[src/rtl/umask_pkg.sv]
package umask_pkg;
  localparam int UM_W   = 6;
  localparam int BE_BIT = 1;
  localparam int PM_BIT = 2;
  localparam int AC_BIT = 3;
  localparam int FL_BIT = 4;
  localparam int FH_BIT = 5;
  // bit 0 reserved, never stored
  localparam logic [UM_W-1:0] WR_MASK = 6'b111110;
endpackage

[src/rtl/umask_fp_classify.sv]
module umask_fp_classify #(
  parameter int FP_IDX_W = 7,
  parameter int LO_BASE  = 2,
  parameter int HI_BASE  = 32
) (
  input  logic                cmpl_valid_i,
  input  logic [FP_IDX_W-1:0] cmpl_fp_dst_i,
  output logic                hit_lo_o,
  output logic                hit_hi_o
);
  localparam logic [FP_IDX_W-1:0] LO_B = FP_IDX_W'(LO_BASE);
  localparam logic [FP_IDX_W-1:0] HI_B = FP_IDX_W'(HI_BASE);

  always_comb begin
    hit_lo_o = cmpl_valid_i && (cmpl_fp_dst_i >= LO_B) && (cmpl_fp_dst_i < HI_B);
    hit_hi_o = cmpl_valid_i && (cmpl_fp_dst_i >= HI_B);
  end
endmodule

[src/rtl/umask_store.sv]
module umask_store
  import umask_pkg::*;
(
  input  logic            clk_i,
  input  logic            rst_ni,
  input  logic            wr_en_i,
  input  logic [UM_W-1:0] wr_data_i,
  input  logic            set_lo_i,
  input  logic            set_hi_i,
  output logic [UM_W-1:0] mask_q_o
);
  logic [UM_W-1:0] mask_q, base_d, set_v, mask_d;

  always_comb begin
    set_v         = '0;
    set_v[FL_BIT] = set_lo_i;
    set_v[FH_BIT] = set_hi_i;
    base_d        = wr_en_i ? (wr_data_i & WR_MASK) : mask_q;
    // write first, then hardware set ORed in
    mask_d        = base_d | set_v;
  end

  always_ff @(posedge clk_i or negedge rst_ni) begin
    if (!rst_ni) mask_q <= '0;
    else         mask_q <= mask_d;
  end

  assign mask_q_o = mask_q;


  fl_sticky_chk: assert property (@(posedge clk_i) disable iff (!rst_ni)
    (!wr_en_i && mask_q[FL_BIT]) |=> mask_q[FL_BIT]);

  fh_sticky_chk: assert property (@(posedge clk_i) disable iff (!rst_ni)
    (!wr_en_i && mask_q[FH_BIT]) |=> mask_q[FH_BIT]);

  wr_load_chk: assert property (@(posedge clk_i) disable iff (!rst_ni)
    (wr_en_i && !set_lo_i && !set_hi_i) |=> mask_q == ($past(wr_data_i) & WR_MASK));

  mode_keep_chk: assert property (@(posedge clk_i) disable iff (!rst_ni)
    !wr_en_i |=> $stable(mask_q[AC_BIT:BE_BIT]));
endmodule

[src/rtl/umask_reg.sv]
module umask_reg
  import umask_pkg::*;
#(
  parameter int FP_IDX_W = 7,
  parameter int LO_BASE  = 2,
  parameter int HI_BASE  = 32
) (
  input  logic                clk_i,
  input  logic                rst_ni,
  input  logic                wr_en_i,
  input  logic [UM_W-1:0]     wr_data_i,
  input  logic                cmpl_valid_i,
  input  logic [FP_IDX_W-1:0] cmpl_fp_dst_i,
  output logic [UM_W-1:0]     mask_o,
  output logic                big_endian_o,
  output logic                pm_enable_o,
  output logic                align_strict_o
);
  localparam logic [FP_IDX_W-1:0] LO_B = FP_IDX_W'(LO_BASE);
  localparam logic [FP_IDX_W-1:0] HI_B = FP_IDX_W'(HI_BASE);

  logic hit_lo, hit_hi;

  umask_fp_classify #(
    .FP_IDX_W(FP_IDX_W),
    .LO_BASE (LO_BASE),
    .HI_BASE (HI_BASE)
  ) i_classify (
    .cmpl_valid_i (cmpl_valid_i),
    .cmpl_fp_dst_i(cmpl_fp_dst_i),
    .hit_lo_o     (hit_lo),
    .hit_hi_o     (hit_hi)
  );

  umask_store i_store (
    .clk_i    (clk_i),
    .rst_ni   (rst_ni),
    .wr_en_i  (wr_en_i),
    .wr_data_i(wr_data_i),
    .set_lo_i (hit_lo),
    .set_hi_i (hit_hi),
    .mask_q_o (mask_o)
  );

  assign big_endian_o   = mask_o[BE_BIT];
  assign pm_enable_o    = mask_o[PM_BIT];
  assign align_strict_o = mask_o[AC_BIT];


  lo_set_chk: assert property (@(posedge clk_i) disable iff (!rst_ni)
    (cmpl_valid_i && cmpl_fp_dst_i >= LO_B && cmpl_fp_dst_i < HI_B) |=> mask_o[FL_BIT]);

  hi_set_chk: assert property (@(posedge clk_i) disable iff (!rst_ni)
    (cmpl_valid_i && cmpl_fp_dst_i >= HI_B) |=> mask_o[FH_BIT]);

  const_reg_chk: assert property (@(posedge clk_i) disable iff (!rst_ni)
    (!wr_en_i && cmpl_valid_i && cmpl_fp_dst_i < LO_B)
      |=> mask_o[FH_BIT:FL_BIT] == $past(mask_o[FH_BIT:FL_BIT]));

  idle_hold_chk: assert property (@(posedge clk_i) disable iff (!rst_ni)
    (!wr_en_i && !cmpl_valid_i) |=> $stable(mask_o));
endmodule

[config.mk]
export PLATFORM = sky130hd
export DESIGN_NAME = umask_reg
export DESIGN_NICKNAME = d
export VERILOG_FILES = /design/src/rtl/umask_pkg.sv /design/src/rtl/umask_fp_classify.sv /design/src/rtl/umask_store.sv /design/src/rtl/umask_reg.sv
export SDC_FILE = /design/constraint.sdc
export NUM_CORES = 1
export LEC_CHECK = 0
export BUFFER_PORTS_ARGS = -buffer_cell sky130_fd_sc_hd__buf_2
export CORE_AREA = 2 2 39 41
export DETAILED_ROUTE_END_ITERATION = 16
export DIE_AREA = 0 0 41 43
export PLACE_DENSITY = 0.61
export SETUP_SLACK_MARGIN = 0.4
export SYNTH_ARGS = -nofsm -noshare
export SYNTH_HDL_FRONTEND = slang
export SYNTH_SLANG_ARGS = --single-unit
[constraint.sdc]
create_clock -name clk_i -period 0.8 [get_ports clk_i]
set_input_delay 0.04 -clock clk_i [delete_from_list [all_inputs] [get_ports clk_i]]
set_output_delay 0.04 -clock clk_i [all_outputs]
set_load 0.01 [all_outputs]
==> results_dict.tcl <==
set metrics [dict create \
    timing_max_transition_violations_final 0 \
    max_stage_delay_ns 0.38 \
    holdPathStages 2 \
    number_of_global_route_vias_before_repair 213 \
    synth_top_family_by_area "multiplexers" \
    combined_area_of_the_multi_input_logic_cells_um2 92.59 \
    worst_path_dominant_cell_family "flip-flops" \
    antenna_found_initial 0 \
    synthAdderAreaFrac 0 \
    synth.mux.area_fraction 0.2476 \
    final_count_of_hold_timing_violations 1 \
    fp.dieW_um 41 \
    worst-path-stages 1 \
    drt_drc_violations_left 0 \
    worstPathBufferInverterCount 1 \
    syn_area_per_cell_um2 12.51 \
    synth.lib_cells_used.distinct 11 \
    firstDrtPassIters 2 \
    crit_fanout 3 \
    drt_wl_total_um 532 \
    pin_count 26 \
    p_leak_nw 0.2111 \
    startpoint_type "register" \
    r2r_cells 1 \
    worst_ir_drop_vdd_mv 0.7405 \
    required_ns 0.76 \
    min-delay-path-class "input port to register" \
    gp_weighted_congestion 0.6563 \
    finish.utilization 0.2803 \
    cts.path.max_buffers 2 \
    port-buffer-count 22 \
    layout_common_cells "buf_2 (22), dfrtp_1 (5), mux2_4 (3), clkbuf_4 (3), mux2i_1 (2)" \
    switching_power_mw 0.1848 \
    clk-insertion-delay-late_ns 0.24 \
    layout.filler_cells 149 \
    timing.max_cap.violations 0 \
    power.combinational.fraction 0.207 \
    sequential_power_share 0.398 \
    smallest_hold_slack_ns -0.003113 \
    num_vias 232 \
    layout-area-overhead-vs-synth_pct 47.62 \
    synth_sequential_area_ratio 0.4762 \
    xor_xnor_fraction_of_synth_area 0 \
    max_clock_freq_mhz 1240 \
    cts_made_buffers 3 \
    power.density_cell_area_mw_per_mm2 1904 \
    synthSimpleGateAreaFrac 0.03810 \
    clk_slew_on_worst_s_h_paths_ns 0.04 \
    coreArea_mm2 0.001384 \
    dpl_cell_area_um2 351.6 \
    largest_register_ffs 5 \
    worst_slack_ns -0.006232 \
    viasPerCell 3.932 \
    crit_path_start "i_store.mask_q_o[1]" \
    timing.critical_path.cells "buf_2" \
    run_status "finished, violations left" \
    worstSetupPathType "register to primary output" \
    final_common_cell "buf_2" \
    internal_power_mw 0.5538 \
    grt-ovfl-total 0 \
    pre_cts_ws_ns 0.03721 \
    netlist_instances 21 \
    synth_top_area_frac 0.4762 \
    layout_worst_path_cycle_share 1.008 \
    synth.largest_area_cell "dfrtp_1" \
    syn_nets 38 \
    tritoncts_clock_tree "yes" \
    gr-usage-all-layers 0.07847 \
    synthTopCellsByArea "dfrtp_1 (48%), mux2_4 (17%), buf_4 (11%)" \
    rr_endpoint "i_store.mask_q_o[1]" \
    setup.worst_path.end_class "primary output" \
    first_pass_grt_wire_length_um 841 \
    cts_hold_repair.buffers 1 \
    finish.net_count 61 \
    cts-root-buf "clkbuf_4" \
    first_iter_violations 3 \
    fraction_of_the_mapped_netlist_area_in_compound_gates 0.05238 \
    synth_warnings 0 \
    n_antenna_cell 0 \
    syn_area_um2 262.8 \
    dp.final_hpwl_um 441.9 \
    worst-endpoint-arrival_ns 0.77 \
    critical-path-slowest-cell "dfrtp_1" \
    setup_viol 6 \
    post_cts_resized 0 \
    sw_frac_of_total 0.2502 \
    post_synthesis_register_bit_count 5 \
    fin_crit_ns 0.8062 \
    cts_sinks 5 \
    largest_net_degree_at_the_start_of_global_routing 6 \
    critPathCapture "mask_o[1]" \
    htree_levels 1 \
    design_area_um2 387.9 \
    drive_gt1_frac 0.6512 \
    setup_repair_after_global_routing_missed_its_margin "yes" \
    regToRegStartpoint "i_store.mask_q_o[1]" \
    die_height_um 43 \
    hold_start "cmpl_fp_dst_i[5]" \
    floorplan.initialDensity 0.1899 \
    regArea_um2 125.1 \
    placement_rows 14 \
    rrSetupSlack_ns 0.03 \
    die-area_mm2 0.001763 \
    routed_wire_length_per_instance_um 9.017 \
    power.clock.fraction 0.395 \
    timing.clock.skew_ns 0 \
    antenna_left 0 \
    violated_checks "negative hold slack, negative setup slack" \
]
-- cells in the mapped netlist --
cell	count
mux2i_1	2
mux2_4	3
nor4_1	1
nand2_1	1
o41ai_1	1
dfrtp_1	5
inv_1	1
conb_1	1
o21ai_0	1
buf_4	4
buf_6	1
-- worst min path at each step --
stage | endpoint | slack, ns
6_report | i_store.mask_q_o[4] | -0.003
5_1_grt | i_store.mask_q_o[4] | -0.004
4_1_cts | i_store.mask_q_o[4] | -0.01
3_3_place_gp | i_store.mask_q_o[3] | -0.14
2_1_floorplan | i_store.mask_q_o[1] | -0.26
3_5_place_dp | i_store.mask_q_o[2] | -0.14
-- layout make-up --
class	instances	area share
multi-input combinational	10	0.2387
clock buffer	4	0.06774
sequential	5	0.3226
timing repair buffer	23	0.3097
inverter	1	0.009677
tap	16	0.05161
-- routing by layer --
| metal | share of wire | routed length (µm) | track usage | up-vias |
|---|---|---|---|---|
| met5 | 0 | 0 | 0 | - |
| met4 | 0 | 0 | 0 | 0 |
| met3 | 0.17 | 88 | 0.09424 | 0 |
| met2 | 0.45 | 238 | 0.1063 | 20 |
| met1 | 0.39 | 206 | 0.08414 | 101 |
| li1 | - | - | - | 111 |
-- through the flow --
stage	instances	power, mW	hold slack [ns]	TNS, ns
6_report	59	0.7386	-0.003113	-0.02005
5_1_grt	59	0.7982	-0.004465	-0.3460
4_1_cts	59	0.7587	-0.01360	-0.1206
3_5_place_dp	54	0.4494	-0.1385	0
3_3_place_gp	54	0.4468	-0.1401	0
2_1_floorplan	21	0.3959	-0.2556	0
-- power by group through the flow --
stage          clock network, mW  logic [mW]  registers, mW
3_3_place_gp                   0       0.149          0.298
4_1_cts                    0.308       0.155          0.295
3_5_place_dp                   0       0.151          0.299
6_report                   0.292       0.153          0.294
5_1_grt                    0.329       0.171          0.298
2_1_floorplan                  0      0.0856          0.310
-- cells by family after synthesis --
logic type,count (synthesis)
and+or+nand+nor,2
DFF,5
other,1
muxes,5
AOI/OAI and AO/OA,2
buffers and inverters,6
-- what timing repair did --
item                                    CTS  global route
endpoints found under the setup margin   13            13
hold endpoints to repair                  6             1
setup buffers                             0             0
(Power assumes the default switching activity.)
